## src/rtl/tbdec_pkg.sv

```systemverilog
package tbdec_pkg;

    localparam int SEL_W = 3;

    // Register select codes used by both the write and the read port
    typedef enum logic [SEL_W-1:0] {
        SEL_TB_LO  = 3'd0,
        SEL_TB_HI  = 3'd1,
        SEL_ALT_LO = 3'd2,
        SEL_ALT_HI = 3'd3,
        SEL_DEC    = 3'd4,
        SEL_RTC_LO = 3'd5
    } reg_sel_e;

endpackage

```

## src/rtl/tb_counter.sv

```systemverilog
// One 64-bit time base with independently writable halves.
module tb_counter #(
    parameter int HALF_W = 32
) (
    input  logic                clk,
    input  logic                rst_n,
    input  logic                adv,
    input  logic                wr_lo,
    input  logic                wr_hi,
    input  logic [HALF_W-1:0]   wr_val,
    output logic [2*HALF_W-1:0] count
);
    localparam int FULL_W = 2 * HALF_W;

    typedef struct packed {
        logic [FULL_W-1:0] cnt;
    } tbc_state_t;

    tbc_state_t st_d, st_q;

    always_comb begin
        st_d = st_q;
        if (wr_lo || wr_hi) begin
            // a write owns this counter for the cycle; any tick is dropped
            if (wr_lo) st_d.cnt[HALF_W-1:0]      = wr_val;
            if (wr_hi) st_d.cnt[FULL_W-1:HALF_W] = wr_val;
        end else if (adv) begin
            st_d.cnt = st_q.cnt + FULL_W'(1);
        end
    end

    always_ff @(posedge clk or negedge rst_n) begin
        if (!rst_n) st_q <= '0;
        else        st_q <= st_d;
    end

    assign count = st_q.cnt;

    AST_TB_STEP: assert property (@(posedge clk) disable iff (!rst_n)
        (adv && !wr_lo && !wr_hi) |=> (st_q.cnt == $past(st_q.cnt) + FULL_W'(1)));
    AST_LO_KEEPS_HI: assert property (@(posedge clk) disable iff (!rst_n)
        (wr_lo && !wr_hi) |=> (st_q.cnt[FULL_W-1:HALF_W] == $past(st_q.cnt[FULL_W-1:HALF_W])));
    AST_HI_KEEPS_LO: assert property (@(posedge clk) disable iff (!rst_n)
        (wr_hi && !wr_lo) |=> (st_q.cnt[HALF_W-1:0] == $past(st_q.cnt[HALF_W-1:0])));
    AST_TB_FROZEN: assert property (@(posedge clk) disable iff (!rst_n)
        (!adv && !wr_lo && !wr_hi) |=> $stable(st_q.cnt));
    AST_WR_BEATS_TICK: assert property (@(posedge clk) disable iff (!rst_n)
        (wr_lo && adv) |=> (st_q.cnt[HALF_W-1:0] == $past(wr_val)));

endmodule

```

## src/rtl/dec_unit.sv

```systemverilog
// Down-counting decrementer with a sticky sign-transition interrupt.
module dec_unit #(
    parameter int DEC_W = 32
) (
    input  logic             clk,
    input  logic             rst_n,
    input  logic             tick,
    input  logic             wr,
    input  logic [DEC_W-1:0] wr_val,
    input  logic             ack,
    output logic [DEC_W-1:0] count,
    output logic             irq
);
    localparam int MSB = DEC_W - 1;

    typedef struct packed {
        logic [DEC_W-1:0] cnt;
        logic             irq;
    } dec_state_t;

    dec_state_t st_d, st_q;
    logic       fire;

    always_comb begin
        st_d = st_q;
        fire = 1'b0;
        if (wr) begin
            st_d.cnt = wr_val;
            fire     = wr_val[MSB] && !st_q.cnt[MSB];
        end else if (tick) begin
            st_d.cnt = st_q.cnt - DEC_W'(1);
            fire     = (st_q.cnt == '0);
        end
        // a fresh event outranks an acknowledge in the same cycle
        st_d.irq = fire || (st_q.irq && !ack);
    end

    always_ff @(posedge clk or negedge rst_n) begin
        if (!rst_n) begin
            st_q.cnt <= '1;
            st_q.irq <= 1'b0;
        end else begin
            st_q <= st_d;
        end
    end

    assign count = st_q.cnt;
    assign irq   = st_q.irq;

    AST_DEC_STEP: assert property (@(posedge clk) disable iff (!rst_n)
        (tick && !wr) |=> (st_q.cnt == $past(st_q.cnt) - DEC_W'(1)));
    AST_DEC_WRAP: assert property (@(posedge clk) disable iff (!rst_n)
        (tick && !wr && st_q.cnt == '0) |=> (st_q.cnt == '1 && st_q.irq));
    AST_NEG_WRITE: assert property (@(posedge clk) disable iff (!rst_n)
        (wr && wr_val[MSB] && !st_q.cnt[MSB]) |=> st_q.irq);
    AST_IRQ_STICKY: assert property (@(posedge clk) disable iff (!rst_n)
        (st_q.irq && !ack) |=> st_q.irq);
    AST_IRQ_CAUSE: assert property (@(posedge clk) disable iff (!rst_n)
        $rose(st_q.irq) |-> $past(tick || wr));

endmodule

```

## src/rtl/timebase_decr.sv

```systemverilog
module timebase_decr
    import tbdec_pkg::*;
#(
    parameter int                DATA_W   = 32,
    parameter logic [DATA_W-1:0] RTC_MASK = 32'h3FFF_FF80
) (
    input  logic              clk,
    input  logic              rst_n,
    input  logic              tick,
    input  logic              tb_run,
    input  logic              wr_en,
    input  logic [SEL_W-1:0]  wr_sel,
    input  logic [DATA_W-1:0] wr_data,
    input  logic [SEL_W-1:0]  rd_sel,
    output logic [DATA_W-1:0] rd_data,
    input  logic              dec_ack,
    output logic              dec_irq
);
    localparam int TB_W   = 2 * DATA_W;
    localparam int NUM_TB = 2;   // index 0 main, 1 alternate

    logic              tb_wr_lo  [NUM_TB];
    logic              tb_wr_hi  [NUM_TB];
    logic [DATA_W-1:0] tb_wr_val [NUM_TB];
    logic [TB_W-1:0]   tb_cnt    [NUM_TB];
    logic              tb_adv;
    logic              dec_wr;
    logic [DATA_W-1:0] dec_cnt;

    assign tb_adv = tick && tb_run;
    assign dec_wr = wr_en && (wr_sel == SEL_DEC);

    always_comb begin
        tb_wr_lo[0]  = wr_en && (wr_sel == SEL_TB_LO || wr_sel == SEL_RTC_LO);
        tb_wr_hi[0]  = wr_en && (wr_sel == SEL_TB_HI);
        tb_wr_val[0] = (wr_sel == SEL_RTC_LO) ? (wr_data & RTC_MASK) : wr_data;
        tb_wr_lo[1]  = wr_en && (wr_sel == SEL_ALT_LO);
        tb_wr_hi[1]  = wr_en && (wr_sel == SEL_ALT_HI);
        tb_wr_val[1] = wr_data;
    end

    for (genvar g = 0; g < NUM_TB; g++) begin : g_tb
        tb_counter #(.HALF_W(DATA_W)) u_tb (
            .clk    (clk),
            .rst_n  (rst_n),
            .adv    (tb_adv),
            .wr_lo  (tb_wr_lo[g]),
            .wr_hi  (tb_wr_hi[g]),
            .wr_val (tb_wr_val[g]),
            .count  (tb_cnt[g])
        );
    end

    dec_unit #(.DEC_W(DATA_W)) u_dec (
        .clk    (clk),
        .rst_n  (rst_n),
        .tick   (tick),
        .wr     (dec_wr),
        .wr_val (wr_data),
        .ack    (dec_ack),
        .count  (dec_cnt),
        .irq    (dec_irq)
    );

    always_comb begin
        case (rd_sel)
            SEL_TB_LO:  rd_data = tb_cnt[0][DATA_W-1:0];
            SEL_TB_HI:  rd_data = tb_cnt[0][TB_W-1:DATA_W];
            SEL_ALT_LO: rd_data = tb_cnt[1][DATA_W-1:0];
            SEL_ALT_HI: rd_data = tb_cnt[1][TB_W-1:DATA_W];
            SEL_DEC:    rd_data = dec_cnt;
            SEL_RTC_LO: rd_data = tb_cnt[0][DATA_W-1:0] & RTC_MASK;
            default:    rd_data = '0;
        endcase
    end

    AST_RTC_MASKED: assert property (@(posedge clk) disable iff (!rst_n)
        (rd_sel == SEL_RTC_LO) |-> ((rd_data & ~RTC_MASK) == '0));
    AST_UNMAPPED_ZERO: assert property (@(posedge clk) disable iff (!rst_n)
        (rd_sel > SEL_RTC_LO) |-> (rd_data == '0));
    AST_ONE_HALF_WRITE: assert property (@(posedge clk) disable iff (!rst_n)
        !(tb_wr_lo[0] && tb_wr_hi[0]) && !(tb_wr_lo[1] && tb_wr_hi[1]));

endmodule

```

## config.mk

```make
export PLATFORM = sky130hd
export DESIGN_NAME = timebase_decr
export DESIGN_NICKNAME = d
export VERILOG_FILES = /design/src/rtl/tbdec_pkg.sv /design/src/rtl/tb_counter.sv /design/src/rtl/dec_unit.sv /design/src/rtl/timebase_decr.sv
export SDC_FILE = /design/constraint.sdc
export NUM_CORES = 1
export LEC_CHECK = 0
export BUFFER_PORTS_ARGS = -buffer_cell sky130_fd_sc_hd__buf_2
export CAP_MARGIN = 40
export CORE_MARGIN = 8
export CORE_UTILIZATION = 23
export CTS_BUF_LIST = sky130_fd_sc_hd__clkbuf_8
export DETAILED_ROUTE_END_ITERATION = 7
export HOLD_SLACK_MARGIN = 0.15
export PLACE_DENSITY = 0.46
export SYNTH_ARGS = -nofsm -noshare
export SYNTH_HDL_FRONTEND = slang
export SYNTH_SLANG_ARGS = --single-unit
```

## constraint.sdc

```tcl
create_clock -name clk -period 2.5 [get_ports clk]
set_input_delay 0.125 -clock clk [delete_from_list [all_inputs] [get_ports clk]]
set_output_delay 0.125 -clock clk [all_outputs]
set_load 0.01 [all_outputs]
```

# Yosys cells after proc, flatten, opt, wreduce, memory -nomap -nowiden
# Index checks and enable logic that the tools add are counted.
# totals
register_bits	161
in_bits	44
output_inout_bits	33
elab_cells	61
# classes
add_sub_neg	3
n_eq_ne	14
n_mux	14
reduce_logical	24
# op_table
op	n
$mux 64	4
$mux 32	7
$pmux 32 s6	1
$add 64x1->64 const B	2
$logic_not 32->1	1
$sub 32x1->32 const B	1
$eq 3x2->1 const B	4
$eq 3x3->1 const B	4
$logic_and 1x1->1	8
$ne 2x1->1 const B	4
$reduce_and 2->1	4
$eq 3x1->1 const B	2
$logic_not 3->1	2
$reduce_bool 2->1	3
$logic_or 1x1->1	4
$logic_not 1->1	2
$mux 1	2

# Logic depth before layout (Yosys ltp)
# Gate-level depths: netlist (run 1).
# logic_depth
ltp_word	6
mapped_depth	8
depth_no_buf	7

# Hierarchy
# From an unflattened synthesis (run 1), not the netlist that was laid out.
# hier_totals
cells_unflattened	1475
hier_area_um2	12122.9
# modules_own_cells
mod	n_inst	cells_each	area_per_inst_um2	seq_area_each_um2
tb_counter	2	530	4254.1	1601.5
dec_unit	1	209	1941.9	865.8
timebase_decr	1	206	1672.9	0.0

# Least setup slack after synthesis (run 1)
# OpenSTA, ideal clock, no wires.
# synth_timing
kind	register to register
from	register g_tb[0].u_tb.st_q, in the netlist g_tb[0].u_tb.count[0]
to	register g_tb[0].u_tb.st_q, in the netlist g_tb[0].u_tb.count[34]
setup_ns	0.066
arrival_time_ns	2.160
t_required_ns	2.434
path_slack_ns	0.274
stages_incl_launch_ff	8
n_path_buf	1
synth_period_minus_slack_ns	2.226
cell_sequence	dfrtp_1 -> ha_1 -> nand3_2 -> or4_4 -> buf_6 -> or3_4 -> o41ai_2 -> a22o_1
# synth_via
elab_chain_len	3
# synth_rtl
item	line	source
from (decl)	tb_counter.sv:19	tbc_state_t st_d, st_q;
from (signal assigned)	tb_counter.sv:34	else st_q <= st_d;
$add 64x1->64	tb_counter.sv:28	st_d.cnt = st_q.cnt + FULL_W'(1);
$mux 64	tb_counter.sv:27	end else if (adv) begin
$mux 64	tb_counter.sv:23	if (wr_lo || wr_hi) begin
# Every way passes these cells. The select of a mux whose other input is x is not followed.
# A chain may end at the register's enable or synchronous reset.

# Worst setup path in the final report (run 1)
# layout_timing
from	register g_tb[0].u_tb.st_q, in the netlist g_tb[0].u_tb.count[37]
to	register g_tb[0].u_tb.st_q, in the netlist g_tb[0].u_tb.count[57]
# The elaborated chain is that of the path after synthesis.

==> impl_metrics.env, run 1 <==
export IMPL_status="finished clean"
export IMPL_hold_path_class="in -> async"
export IMPL_syn_cell_area_um2=11900
export IMPL_fin_ws_ns=0.0715
export IMPL_clkPwrFrac_pct=23.3
export IMPL_finalCritPeriodShare_pct=97.1
export IMPL_synthMuxAreaShare_pct=2.25
export IMPL_critPathLaunchType="flip-flop"
export IMPL_coreArea_um2=51300
export IMPL_timing_final_crit_period_ns=2.43
export IMPL_p_int_mw=5.37
export IMPL_synth_top_area_share_pct=27.1
export IMPL_synth_xor_area_share_pct=2.35
export IMPL_synthCells=1510
export IMPL_drc=0
export IMPL_switchingPower_mw=3.65
export IMPL_finalNonFillerCells=2366
export IMPL_grt_setup_unrepaired="no"
export IMPL_antenna_found_initial=3
export IMPL_cpMaxStageDelayCell="dfrtp_1"
export IMPL_power_frac_seq_pct=45.6
export IMPL_p_sw_share_pct=40.5
export IMPL_cts_made_buffers=17
export IMPL_crit_type="reg -> reg"
export IMPL_critPathMaxFanout=6
export IMPL_synth_main_ff_cell="dfrtp_1"
export IMPL_synth_compound_area_share_pct=23.7
export IMPL_clkTransAtPathRegs_ns=0.10
export IMPL_maxSlewViolCount=0
export IMPL_via_count=13800
export IMPL_grt_pass1_wl_mm=92.4
export IMPL_synthTopCellsByCount="nand2_1 (154), dfrtp_1 (129), nor2_1 (126), nand3_1 (105), o21ai_0 (100)"
export IMPL_arrival_ns=2.83
export IMPL_setup_violations=0
export IMPL_synth_adder_area_share_pct=0.315
export IMPL_hold_ws_ns=0.191
export IMPL_dieArea_um2=59300
export IMPL_place_congestion=0.966
export IMPL_yosys_area_share_simple_pct=32.5
export IMPL_fmax_mhz=412
export IMPL_drt_iter0_drc=1735
export IMPL_critPathCaptureType="flip-flop"
export IMPL_clk_latency_ns=0.52
export IMPL_num_rows=83
export IMPL_vdd_drop_max_v=0.000414
export IMPL_num_nets_final=1718
export IMPL_drtPass1Iterations=5
export IMPL_async_flop_share_pct=100
export IMPL_synthToLayoutAreaGrowth_pct=23.6
export IMPL_slew_headroom_pct=51.2
export IMPL_synth_seq_area_share_pct=34.2
export IMPL_die_y_um=244
export IMPL_grt_pass1_vias=13100
export IMPL_pwr_density_cell_nw_per_um2=613
export IMPL_dp_slack_ns=0.180
export IMPL_synth_cell_types=81
export IMPL_grt_start_max_net_pins=73
export IMPL_ioPinCount=77
export IMPL_fin_skew_ns=0.0260
export IMPL_ys_top_cells_by_area="dfrtp_1 (27%), dfstp_2 (7.1%), nand2_1 (4.9%), nand3_1 (4.4%), o21ai_0 (4.2%)"
export IMPL_root_buffer="clkbuf_8"
export IMPL_yosysTopAreaCell="dfrtp_1"
export IMPL_tritoncts="done"
export IMPL_h_tree_depth=4
export IMPL_combPwrFrac_pct=31.1
export IMPL_die_w_um=244
export IMPL_critPathMaxStageDelay_ns=0.48
export IMPL_synth_top_family_by_area="simple AND/OR/NAND/NOR gates"
export IMPL_track_usage_pct=20.6
export IMPL_initial_utilization_pct=23.2
export IMPL_total_power_mw=9.03
export IMPL_clock_sinks=161
export IMPL_crit_start="g_tb[0].u_tb.count[37]"
export IMPL_finalWirelength_mm=63.0
export IMPL_detail_route_antenna_nets=0
export IMPL_tightest_slew_ns=0.726
export IMPL_overflow=0
export IMPL_p_leak_nw=5.44
export IMPL_placed_cells=2293
export IMPL_cts_buffer_depth=2
export IMPL_maxCapViolCount=0
export IMPL_cp_data_required_time_ns=2.90
export IMPL_cp_cell_sequence="nand4_1 -> buf_4 -> nor4_1 -> buf_4 -> nand2_1 -> or3_1 -> o211a_1"
export IMPL_yosysMostFrequentCell="nand2_1"
export IMPL_via_per_inst=5.81
export IMPL_wl_per_cell_um=26.6
export IMPL_layout_drive_gt1_share_pct=19.4
export IMPL_synth_seq_cells=161
export IMPL_synthesis_nets=1557
export IMPL_dp_hpwl_mm=47.8
export IMPL_avgSynthCellArea_um2=7.89
export IMPL_crit_family="simple AND/OR/NAND/NOR gates"
export IMPL_critPathBufInv=2
export IMPL_hold_viol_final=0
export IMPL_synth_edff_count=0
export IMPL_r2r_start="g_tb[0].u_tb.count[37]"
export IMPL_numPortBuffers=76
export IMPL_timing_setup_tns_ns=0
export IMPL_cp_common_cell="buf_4"
export IMPL_ys_warn_count=0
## path summary, 6_finish.rpt
check,endpoint,slack [ns],depth (start not counted)
max in group asynchronous,u_dec.count[31],1.46,3
worst max register to register,g_tb[0].u_tb.count[57],0.07,7
worst max-delay path,g_tb[0].u_tb.count[57],0.07,7
worst min-delay path,g_tb[1].u_tb.count[52],0.19,2
min in group clk,u_dec.count[24],0.24,5
worst min register to register,g_tb[1].u_tb.count[8],0.55,1
## final cells by class
type	count	area [um^2]
Fill cell	5592	36600
Antenna cell	2	5.00
Timing Repair Buffer	251	1920
Tap cell	680	851
Clock inverter	11	113
Multi-Input combinational cell	1204	7340
Sequential cell	161	4070
Inverter	36	135
Clock buffer	21	289
## logic make-up after synthesis
logic type | count (synthesis)
simple gates | 725
compound gates | 424
flops | 161
buf+inv | 145
xor+xnor | 32
mux | 20
fa+ha+maj | 3
## layout by cell type (no fill, tap or decap), types with 32 or more instances in the layout
master,instances
a21oi_1,77
a22oi_1,54
and3_1,39
buf_2,76
buf_4,127
dfrtp_1,129
dfstp_2,32
dlygate4sd3_1,37
inv_1,38
nand2_1,153
nand3_1,105
nand4_1,62
nor2_1,123
nor3_1,52
nor4_1,50
o21ai_0,98
or3_1,35
## power groups by stage
| stage | combinational (mW) | clock, mW | sequential, mW |
|---|---|---|---|
| after CTS | 2.77 | 2.15 | 4.10 |
| after global placement | 2.67 | 0 | 4.13 |
| after global routing | 3.04 | 2.25 | 4.19 |
| final | 2.80 | 2.10 | 4.12 |
| after floorplan | 1.56 | 0 | 3.83 |
| after detailed placement | 2.68 | 0 | 4.14 |
## registers in the layout (all words and copies together) (netlist names)
| name | flops |
|---|---|
| u_dec.count | 32 |
| g_tb.u_tb.count | 128 |
| u_dec.irq | 1 |
## repair_timing
| action | in CTS | in global routing |
|---|---|---|
| buffers inserted | 0 | 1 |
| gates resized for setup | 0 | 1 |
| setup endpoints to repair | 0 | 3 |
| hold endpoints to repair | 187 | 0 |
| hold buffers | 37 | 0 |
## routing by layer
layer / vias to the layer above / wire length [um] / track usage (%) / share of wire [%]
met5: - / 0 / 0 / 0
met4: 0 / 2830 / 9.31 / 4.5
met3: 127 / 4470 / 3.10 / 7.1
met2: 698 / 27900 / 31.4 / 44
met1: 6817 / 27800 / 28.5 / 44
li1: 6112 / - / - / -
## metrics by stage
| stage | utilization [%] | instance area [um^2] |
|---|---|---|
| after floorplan | - | 11900 |
| after global placement | 27.1 | 13900 |
| after detailed placement | 27.1 | 13900 |
| after CTS | 28.6 | 14700 |
| after global routing | 28.7 | 14700 |
| final | 28.7 | 14700 |
Power figures use the tool's default switching activity.
==> run 2, diff against run 1 <==
CORE_UTILIZATION = 64   (was 23)
PLACE_DENSITY = 0.93   (was 0.46)
==> impl_metrics.env, run 2 (same netlist as run 1, synthesis figures left out) <==
export IMPL_status="complete, but fails checks"
export IMPL_violations="DRC"
export IMPL_finalCritPeriodShare_pct=96.4
export IMPL_antenna_found_initial=0
export IMPL_final_cell_mix="nand2_1 (153), dfrtp_1 (129), nor2_1 (122)"
export IMPL_grt_pass1_vias=13600
export IMPL_clock_sinks=161
export IMPL_maxSlewViolCount=0
export IMPL_postCtsSetupRepairBufs=0
export IMPL_arrival_ns=2.78
export IMPL_clk_latency_ns=0.48
export IMPL_place_area_um2=13200
export IMPL_drt_iter0_drc=2653
export IMPL_layout_drive_gt1_share_pct=18.7
export IMPL_clkTransAtPathRegs_ns=0.11
export IMPL_finalWirelength_mm=53.6
export IMPL_timing_setup_tns_ns=0
export IMPL_grt_setup_unrepaired="no"
export IMPL_critPathLaunchType="flip-flop"
export IMPL_layout_commonest_cell="nand2_1"
export IMPL_track_usage_pct=44.9
export IMPL_dieArea_um2=23200
export IMPL_num_rows=50
export IMPL_numPortBuffers=76
export IMPL_tritoncts="done"
export IMPL_fmax_mhz=415
export IMPL_critPathCaptureType="flip-flop"
export IMPL_wl_per_cell_um=28.1
export IMPL_h_tree_depth=4
export IMPL_overflow=0
export IMPL_vdd_drop_max_v=0.000603
export IMPL_ioPinCount=77
export IMPL_pwr_density_cell_nw_per_um2=627
export IMPL_synthToLayoutAreaGrowth_pct=17.4
export IMPL_initial_utilization_pct=64.5
export IMPL_die_y_um=152
export IMPL_multi_input_area_um2=7330
export IMPL_tightest_slew_ns=0.769
export IMPL_placed_cells=1835
export IMPL_dp_slack_ns=0.199
export IMPL_slew_headroom_pct=48.2
export IMPL_total_power_mw=8.77
export IMPL_place_congestion=1.06
export IMPL_via_per_inst=7.66
export IMPL_hold_path_class="in -> async"
export IMPL_drc=33
export IMPL_critPathMaxFanout=12
export IMPL_timing_final_crit_period_ns=2.41
export IMPL_largest_reg_flops=128
export IMPL_drtPass1Iterations=8
export IMPL_finalNonFillerCells=1904
export IMPL_root_buffer="clkbuf_8"
export IMPL_cts_buffer_depth=2
export IMPL_detail_route_antenna_nets=0
export IMPL_cts_made_buffers=17
export IMPL_grt_start_max_net_pins=70
export IMPL_setup_violations=0
export IMPL_crit_type="reg -> reg"
export IMPL_antenna_diode_count=0
export IMPL_fin_area_um2=14000
export IMPL_seqCellArea_um2=4070
export IMPL_via_count=14600
export IMPL_fin_ws_ns=0.0898
export IMPL_coreArea_um2=18500
export IMPL_grt_pass1_wl_mm=81.2
export IMPL_dp_hpwl_mm=38.6
export IMPL_die_w_um=152
export IMPL_num_nets_final=1704
export IMPL_cp_data_required_time_ns=2.87
export IMPL_fin_skew_ns=0.0158
export IMPL_p_leak_nw=5.35
export IMPL_maxCapViolCount=0
export IMPL_fill_cells=1395
export IMPL_hold_viol_final=0
==> run 2: layout make-up <==
type                       count  share of cell area [%]
clock buffer                  17                    1.67
multi-input combinational   1204                    52.4
tap                          234                    2.09
timing repair buffer         237                    12.6
sequential                   161                    29.1
inverter                      36                   0.966
clock inverter                15                    1.14
==> run 2: power breakdown <==
group	internal, mW	switching, mW
clock	0.898	1.13
combinational	1.07	1.55
sequential	3.25	0.865
total	5.22	3.54
==> run 2: final timing paths <==
| check | startpoint | end | slack, ns | cells past startpoint |
|---|---|---|---|---|
| worst max-delay path | g_tb[1].u_tb.count[5] | g_tb[1].u_tb.count[31] | 0.09 | 7 |
| worst min-delay path | rst_n | g_tb[1].u_tb.count[16] | 0.15 | 2 |
| worst max register to register | g_tb[1].u_tb.count[5] | g_tb[1].u_tb.count[31] | 0.09 | 7 |
| worst min register to register | g_tb[1].u_tb.count[0] | g_tb[1].u_tb.count[0] | 0.55 | 1 |
| max in group asynchronous | rst_n | u_dec.count[27] | 1.52 | 3 |
| min in group clk | wr_sel[2] | u_dec.count[24] | 0.22 | 5 |
==> run 2: metal layers <==
metal	GRT usage (%)	vias up	routed length [um]
met3	17.6	334	9810
met2	62.6	1435	21100
li1	-	6072	-
met1	57.7	6735	18500
met4	27.0	0	4210
met5	0	-	0
==> run 2: critical path, stage by stage (launching register included) <==
cell      delay, ns
dfrtp_1        0.49
nand4_2        0.31
nor4_4         0.44
buf_4          0.25
and3_1         0.18
buf_4          0.21
a311oi_1       0.12
a211oi_1       0.29
==> run 2: repair_timing <==
| action | in CTS | in global routing |
|---|---|---|
| endpoints found under the setup margin | 0 | 5 |
| hold buffers | 37 | 0 |
| endpoints found under the hold margin | 224 | 0 |
| resized for setup | 0 | 3 |
==> run 2: through the flow <==
stage | hold WS, ns | util, %
after floorplan | -0.171 | -
after global placement | 0.104 | 71.5
after detailed placement | 0.108 | 71.6
after CTS | 0.153 | 75.7
after global routing | 0.182 | 75.8
final | 0.152 | 75.8
